<file path="config.mk">
export PLATFORM = sky130hd
export DESIGN_NAME = rx_err_filter
export DESIGN_NICKNAME = d
export VERILOG_FILES = /design/src/rtl/rx_err_filter.sv
export SDC_FILE = /design/constraint.sdc
export NUM_CORES = 1
export LEC_CHECK = 0
export CAP_MARGIN = 40
export CELL_PAD_IN_SITES_DETAIL_PLACEMENT = 1
export CELL_PAD_IN_SITES_GLOBAL_PLACEMENT = 1
export CORE_MARGIN = 5
export CORE_UTILIZATION = 38
export CTS_BUF_LIST = sky130_fd_sc_hd__clkbuf_2 sky130_fd_sc_hd__clkbuf_4 sky130_fd_sc_hd__clkbuf_8
export DETAILED_ROUTE_END_ITERATION = 10
export GPL_ROUTABILITY_DRIVEN = 0
export PLACE_DENSITY_LB_ADDON = 0.1
export SLEW_MARGIN = 20
export SYNTH_ARGS = -nofsm -noshare
export SYNTH_HDL_FRONTEND = slang
export SYNTH_SLANG_ARGS = --single-unit
</file>
<file path="constraint.sdc">
create_clock -name clk -period 6.9 [get_ports clk]
set_input_delay 1.035 -clock clk [delete_from_list [all_inputs] [get_ports clk]]
set_output_delay 1.035 -clock clk [all_outputs]
set_load 0.05 [all_outputs]
</file>
<file path="src/rtl/rx_err_filter.sv">
module rx_err_filter #(
  parameter int DEPTH   = 2048,
  parameter int MIN_LEN = 64,
  localparam int AW = $clog2(DEPTH),
  localparam int LW = $clog2(MIN_LEN + 1)
) (
  input  logic          clk,
  input  logic          rst_n,
  input  logic          fwd_err_i,
  input  logic          rx_valid_i,
  input  logic          rx_sof_i,
  input  logic          rx_eof_i,
  input  logic [7:0]    rx_data_i,
  input  logic [5:0]    rx_stat_i,
  input  logic          rd_started_i,
  input  logic [AW:0]   rd_ptr_i,
  output logic          mem_we_o,
  output logic [AW-1:0] mem_addr_o,
  output logic [7:0]    mem_data_o,
  output logic [AW:0]   wr_ptr_o,
  output logic          commit_o,
  output logic          rewind_o,
  output logic [5:0]    stat_o
);

  logic          in_frame, ovf_hit;
  logic [AW:0]   wp;
  logic [LW-1:0] len;

  wire          accept  = rx_valid_i & (rx_sof_i | in_frame);
  wire [AW:0]   cur_wp  = rx_sof_i ? wr_ptr_o : wp;
  wire [LW-1:0] cur_len = rx_sof_i ? '0 : len;
  wire          cur_ovf = ~rx_sof_i & ovf_hit;
  wire          full    = (cur_wp - rd_ptr_i) == (AW+1)'(DEPTH);

  assign mem_we_o   = accept & ~full & ~cur_ovf;
  assign mem_addr_o = cur_wp[AW-1:0];
  assign mem_data_o = rx_data_i;

  wire [LW-1:0] nxt_len = (cur_len == LW'(MIN_LEN)) ? cur_len : cur_len + 1'b1;
  wire [AW:0]   nxt_wp  = cur_wp + {{AW{1'b0}}, mem_we_o};
  wire          short   = nxt_len < LW'(MIN_LEN);
  wire [5:0]    flags   = rx_stat_i | {cur_ovf | full, 4'b0000, short};
  wire          drop    = ~rd_started_i & (flags[0] | (~fwd_err_i & (|flags[5:1])));

  always_ff @(posedge clk) begin
    if (!rst_n) begin
      in_frame <= 1'b0;
      ovf_hit  <= 1'b0;
      wp       <= '0;
      len      <= '0;
      wr_ptr_o <= '0;
      commit_o <= 1'b0;
      rewind_o <= 1'b0;
      stat_o   <= '0;
    end else begin
      commit_o <= 1'b0;
      rewind_o <= 1'b0;
      if (accept) begin
        if (rx_eof_i) begin
          in_frame <= 1'b0;
          if (drop) begin
            rewind_o <= 1'b1;
            wp       <= wr_ptr_o;
          end else begin
            commit_o <= 1'b1;
            wr_ptr_o <= nxt_wp;
            wp       <= nxt_wp;
            stat_o   <= flags;
          end
        end else begin
          in_frame <= 1'b1;
          wp       <= nxt_wp;
          len      <= nxt_len;
          ovf_hit  <= cur_ovf | full;
        end
      end
    end
  end

  p_excl_r1: assert property (@(posedge clk) disable iff (!rst_n)
    !(commit_o && rewind_o));

  p_no_overflow_r6: assert property (@(posedge clk) disable iff (!rst_n)
    (wr_ptr_o - rd_ptr_i) <= (AW+1)'(DEPTH));

  p_rewind_hold_r2: assert property (@(posedge clk) disable iff (!rst_n)
    rewind_o |-> wr_ptr_o == $past(wr_ptr_o));

  p_runt_drop_r3: assert property (@(posedge clk) disable iff (!rst_n)
    (accept && rx_eof_i && rx_stat_i[0] && !rd_started_i) |=> rewind_o);

  p_started_keep_r5: assert property (@(posedge clk) disable iff (!rst_n)
    (accept && rx_eof_i && rd_started_i) |=> commit_o);

  p_idle_quiet_r8: assert property (@(posedge clk) disable iff (!rst_n)
    (!in_frame && !rx_sof_i) |-> !mem_we_o);

endmodule

</file>
==> impl_metrics.csv, run 1 <==
group,metric,value,unit
outcome,status,"finished, final reports clean",
grt,track_usage,18.35,%
timing,setup_viol,0,
power,peakVddDrop,0.00005893,V
drt,routed_wirelength,8835,um
layout,area_growth,22.29,%
cts,clock_latency,0.29,ns
timing,timing.setup.tns,0,ns
die,start_util,39.09,%
synthesis,synth_seq_cells,41,
grt,overflow,0,
critical_path,crit_required,5.86,ns
timing,holdWs,0.4598,ns
grt,antenna_found_initial,0,
drt,via_per_inst,5.485,
cts,cts_root_buf,"clkbuf_8",
synthesis,yosysTopAreaCellShare,27.17,%
timing,finalWorstSetupSlack,0.4279,ns
critical_path,critPathLaunchType,"primary input",
synthesis,ys.warnings.count,0,
cts,clockBufferDepth,2,
timing,tightestPinTransition,0.7461,ns
cts,clk_pin_slew,0.07,ns
synthesis,avgSynthCellArea,7.990,sq um
timing,finalCriticalPeriod,6.472,ns
job,drv_cap,0,
synthesis,synthCells,378,
synthesis,yosys-top-cells-area,"dfxtp_1, mux2i_1, ha_1, nand2_1, o21ai_0",
placed_design,hpwl,6824,um
grt,grt_pass1_wl,14860,um
layout,final_cell_mix,"clkdlybuf4s50_1, nand2_1, dfxtp_1",
timing,period_share,93.80,%
critical_path,worst_ep_arrival_time,5.44,ns
placed_design,port-buffer-count,56,
critical_path,crit_path_end_kind,"output port",
cts,cts_inserted_buffers,5,
drt,drt_iter0_drc,78,
layout,antenna_cells,0,
power,leakage,0.001511,uW
synthesis,synthFlopType,"dfxtp_1",
drt,wl_per_cell,16.93,um
critical_path,path_class,"primary input to output port",
layout,final_area,0.003694,sq mm
cts,postCtsHoldBufs,0,
timing,drv_slew,0,
synthesis,synth_area,0.003020,sq mm
timing,rsz0062_at_grt,"false",
synthesis,synthDistinctLibCells,54,
drt,drcViolationCount,0,
synthesis,async_reset_ff_share,0,%
layout,final_common_cell,"clkdlybuf4s50_1",
die,pin_count,73,
timing,maxSlewHeadroom,49.80,%
grt,grt_pass1_vias,3007,
grt,grt_max_degree,38,
placed_design,place_ws,0.5536,ns
drt,ant_nets,0,
die,rows,32,
synthesis,synth_edf_count,0,
drt,first_pass_iters,4,
cts,cts_setup_buffers,0,
die,dieWidth,99.16,um
die,design.die.area,0.009832,sq mm
drt,vias,2863,
timing,finClkSkew,0.005653,ns
die,core_area,0.007727,sq mm
power,powerDensity,149.3,mW/mm^2
hold_path,hp-class,"flop to flop",
synthesis,synth-seq-area-share,27.17,%
placed_design,placed_area,0.003603,sq mm
layout,final_nets,471,
synthesis,yosysTopAreaCell,"dfxtp_1",
die,die_h,99.16,um
cts,cts_tree,"yes",
cts,cts_resized,0,
critical_path,crit_fanout,24,
synthesis,synth_fp_nets,429,
layout,drive_gt1_share,5.714,%
power,power,551.4,uW
timing,hold_viol_final,0,
timing,fmax,154.5,MHz
cts,htree_levels,2,
cts,cts.sinks,41,
metal layers:
layer  wire (um)  up-vias  GRT usage [%]
met1        4091     1394          22.60
met5           0        -              0
met2        4305       48          33.26
met3         346        6          2.805
met4          92        0          4.622
li1            -     1415              -
through the flow:
step,utilization (%),std cells
detailed placement,46.63,515
floorplan,-,378
global route,47.80,522
CTS,47.80,522
global placement,46.37,514
finish,47.80,522
cell families (layout without fill, tap and decap cells):
logic type | Yosys count | count (layout) | share of synthesized area [%]
and+or+nand+nor | 118 | 118 | 19.22
AOI/OAI and AO/OA | 103 | 103 | 22.54
buffers and inverters | 48 | 90 | 7.580
DFF | 41 | 41 | 27.17
muxes | 32 | 32 | 10.81
adders and majority gates | 18 | 18 | 7.457
xor gates and xnor gates | 18 | 18 | 5.220
area by class of cell:
cell class | instances | area, sq um
tap | 102 | 127.6
inverter | 23 | 86.33
multi-input combinational | 289 | 1971
fill | 947 | 4034
sequential | 41 | 820.8
timing repair buffer | 60 | 598.1
clock buffer | 7 | 90.09
power by group:
part	internal, uW	leakage [uW]	total, uW	switching, uW
Clock	83.4	0.0000477	167	83.1
Combinational	55.4	0.00113	138	82.8
Sequential	243	0.000333	247	3.67
Total	382	0.00151	551	170
synth_stat cells, drive strengths merged, types with 3 or more instances:
cell and count:
nand2b 8, a21oi 24, inv 23, nand4 4, mux2 5, a21boi 5
xnor2 12, clkbuf 13, and2 3, dfxtp 41, nor2 14, a31oi 15
mux2i 27, nor3 10, nor2b 4, buf 12, ha 18, o21a 3
nand3 6, xor2 6, and3 3, nand2 54, o21ai 35
sequential cells by signal, summed over array words and instances (netlist names):
name,flops
wp,12
rewind_o,1
len,7
in_frame,1
wr_ptr_o,12
stat_o,6
commit_o,1
ovf_hit,1
path summary, 6_finish.rpt:
check                           slack [ns]  cells after the start   endpoint        start
worst max-delay path                  0.43                     11   mem_we_o     rx_sof_i
worst min-delay path                  0.46                      2  stat_o[4]    stat_o[4]
worst max register to register        2.36                     17     wp[11]  wr_ptr_o[1]
worst min register to register        0.46                      2  stat_o[4]    stat_o[4]
critical path, stage by stage:
cell             delay (ns)
clkdlybuf4s50_1        0.68
buf_4                  0.37
mux2i_1                0.44
inv_1                  0.11
ha_1                   0.39
a21oi_1                0.19
o21ai_0                0.15
o41a_1                 0.47
nor4_1                 0.68
nor2_1                 0.16
clkdlybuf4s50_1        0.75
Note: power is estimated with default switching activity, not from simulation.
==> inputs of run 2 (changes only) <==
--- a/config.mk
+++ b/config.mk
@@ -5,11 +5,12 @@
 export SDC_FILE = /design/constraint.sdc
 export NUM_CORES = 1
 export LEC_CHECK = 0
+export ABC_AREA = 1
 export CAP_MARGIN = 40
-export CELL_PAD_IN_SITES_DETAIL_PLACEMENT = 1
+export CELL_PAD_IN_SITES_DETAIL_PLACEMENT = 0
 export CELL_PAD_IN_SITES_GLOBAL_PLACEMENT = 1
 export CORE_MARGIN = 5
-export CORE_UTILIZATION = 38
+export CORE_UTILIZATION = 36
 export CTS_BUF_LIST = sky130_fd_sc_hd__clkbuf_2 sky130_fd_sc_hd__clkbuf_4 sky130_fd_sc_hd__clkbuf_8
 export DETAILED_ROUTE_END_ITERATION = 10
 export GPL_ROUTABILITY_DRIVEN = 0
==> run 2 against run 1 <==
Against the previous run: fmax grew 9.4%; final cell count grew 26%; design area grew 6.1%; first-iteration DRC count grew 28%; combinational power grew 41%; critical endpoint unchanged.
==> impl_metrics.csv, run 2 <==
group,metric,value,unit
grt,track_usage,16.44,%
layout,fillCellCount,943,
synthesis,synthDistinctLibCells,33,
synthesis,avgSynthCellArea,6.331,sq um
drt,drt_iter0_drc,100,
critical_path,rrSetupSlack,2.72,ns
die,dieWidth,104.1,um
grt,antenna_found_initial,0,
timing,timing.setup.tns,0,ns
die,design.die.area,0.01083,sq mm
layout,drive_gt1_share,10.16,%
power,peakVddDrop,0.00008830,V
grt,grt_pass1_wl,14810,um
synthesis,yosysTopAreaCellShare,25.78,%
synthesis,synthFlopType,"dfxtp_1",
timing,maxSlewHeadroom,57.45,%
layout,antenna_cells,0,
synthesis,ys.warnings.count,0,
placed_design,dp.cells,651,
drt,via_per_inst,4.750,
layout,final_cell_mix,"nand2_1, inv_1, clkdlybuf4s50_1",
drt,vias,3130,
drt,routed_wirelength,9065,um
timing,drv_slew,0,
drt,drcViolationCount,0,
layout,final_nets,601,
critical_path,crit_slowest_cell,"clkdlybuf4s50_1",
placed_design,port-buffer-count,56,
grt,grt_pass1_vias,3011,
die,start_util,36.69,%
cts,cts.sinks,41,
cts,cts_root_buf,"clkbuf_8",
synthesis,yosys-top-cells-area,"dfxtp_1, nand2_1, inv_1, ha_1, a21oi_1",
power,leakage,0.001798,uW
cts,postCtsHoldBufs,0,
cts,clock_latency,0.30,ns
drt,first_pass_iters,6,
layout,final_common_cell,"nand2_1",
cts,cts_setup_buffers,0,
cts,htree_levels,2,
cts,clockBufferDepth,2,
timing,rsz0062_at_grt,"false",
critical_path,worst_ep_arrival_time,4.88,ns
die,die_h,104.1,um
outcome,status,"finished, final reports clean",
cts,clk_pin_slew,0.09,ns
critical_path,crit_required,5.86,ns
timing,holdWs,0.4695,ns
synthesis,async_reset_ff_share,0,%
grt,grt_max_degree,21,
timing,setup_viol,0,
die,rows,34,
synthesis,synth_area,0.003184,sq mm
timing,tightestPinTransition,0.6362,ns
placed_design,place_ws,1.014,ns
critical_path,crit_path_end_kind,"output port",
synthesis,synth_fp_nets,554,
timing,fmax,169.0,MHz
critical_path,max_stage_delay,0.87,ns
layout,finalNonFillerCells,659,
synthesis,synth-seq-area-share,25.78,%
layout,top_regs,"wp x12, wr_ptr_o x12, len x7",
hold_path,hp-class,"flop to flop",
drt,ant_nets,0,
cts,cts_inserted_buffers,5,
critical_path,path_cells,"clkdlybuf4s50_1 > o21ai_1 > inv_1 > ha_1 > a21oi_2 > nor2_1 > nor2_1 > nand3_1 > nand2_1 > clkinv_1 > nand2_1 > nor2_2 > nand2_2 > nand2_1 > nor2_1 > clkdlybuf4s50_1",
synthesis,synth_common_cells,"nand2_1, inv_1, dfxtp_1",
critical_path,crit_fanout,16,
synthesis,synth_seq_cells,41,
synthesis,synth_most_common_cell,"nand2_1",
drt,wl_per_cell,13.76,um
timing,finalCriticalPeriod,5.917,ns
critical_path,path_class,"primary input to output port",
synthesis,yosysTopAreaCell,"dfxtp_1",
die,core_area,0.008678,sq mm
grt,overflow,0,
critical_path,critPathLaunchType,"primary input",
synthesis,synthCells,503,
timing,finClkSkew,0.007328,ns
critical_path,cp_num_buf_inv,4,
placed_design,hpwl,6994,um
cts,cts_resized,0,
critical_path,path_delay_family,"buffers and inverters",
timing,finalWorstSetupSlack,0.9827,ns
timing,period_share,85.76,%
layout,area_growth,23.03,%
cts,cts_tree,"yes",
die,pin_count,73,
job,drv_cap,0,
power,powerDensity,160.7,mW/mm^2
power,power,629.4,uW
synthesis,synth_edf_count,0,
timing,hold_viol_final,0,
run 2: cell families after synthesis:
group                      count (synthesis)  share of synthesized area [%]
xor gates and xnor gates                  16                          4.401
buffers and inverters                    122                          15.95
DFF                                       41                          25.78
AOI/OAI and AO/OA                         72                          12.14
adders and majority gates                 18                          7.073
and+or+nand+nor                          234                          34.66
run 2: report_power, final:
| group | switching, uW | leakage, uW | internal, uW |
|---|---|---|---|
| Sequential | 4.67 | 0.000333 | 245 |
| Combinational | 125 | 0.00141 | 69.9 |
| Clock | 93.1 | 0.0000549 | 92.5 |
| Total | 222 | 0.00180 | 407 |
run 2: metal layers:
metal	vias up	part of all wire, %	track usage, %
met3	8	4.0	3.538
met2	59	49	29.87
li1	1652	-	-
met5	-	0	0
met4	0	0.97	3.793
met1	1411	46	19.61
run 2: worst register-to-register path: cells and delay by family (launching register included):
kind	cells	cell delay, ns
AO/OA/AOI/OAI	3	0.64
XOR/XNOR	1	0.21
adder cells (fa/ha/maj)	3	0.79
buffers and inverters	5	0.45
flip-flops	1	0.32
AND/OR/NAND/NOR	15	1.73
run 2: path summary, 6_finish.rpt:
| check | startpoint | endpoint | depth (start not counted) |
|---|---|---|---|
| setup reg to reg | wr_ptr_o[5] | wr_ptr_o[10] | 27 |
| hold reg to reg | ovf_hit | ovf_hit | 2 |
| setup / recovery | rx_sof_i | mem_we_o | 16 |
| hold / removal | ovf_hit | ovf_hit | 2 |
run 2: layout make-up:
| type | instances | area, sq um | area share, % |
|---|---|---|---|
| tap | 108 | 135.1 | 3.449 |
| sequential | 41 | 820.8 | 20.95 |
| inverter | 100 | 375.4 | 9.582 |
| multi-input combinational | 340 | 1856 | 47.37 |
| timing repair buffer | 62 | 625.6 | 15.97 |
| clock inverter | 1 | 8.758 | 0.2236 |
| clock buffer | 7 | 96.34 | 2.459 |
run 2: stage by stage:
stage,instance area (sq um),util [%]
floorplan,3184,-
global placement,3785,43.61
global route,3918,45.14
detailed placement,3812,43.93
CTS,3918,45.14
finish,3918,45.14
==> inputs of run 3 (changes only) <==
--- a/config.mk
+++ b/config.mk
@@ -12,6 +12,7 @@
 export CORE_MARGIN = 5
 export CORE_UTILIZATION = 36
 export CTS_BUF_LIST = sky130_fd_sc_hd__clkbuf_2 sky130_fd_sc_hd__clkbuf_4 sky130_fd_sc_hd__clkbuf_8
+export CTS_CLUSTER_DIAMETER = 40
 export DETAILED_ROUTE_END_ITERATION = 10
 export GPL_ROUTABILITY_DRIVEN = 0
 export PLACE_DENSITY_LB_ADDON = 0.1
==> results of run 3 <==
Final layout, timing and power as in run 2 (identical DEF).
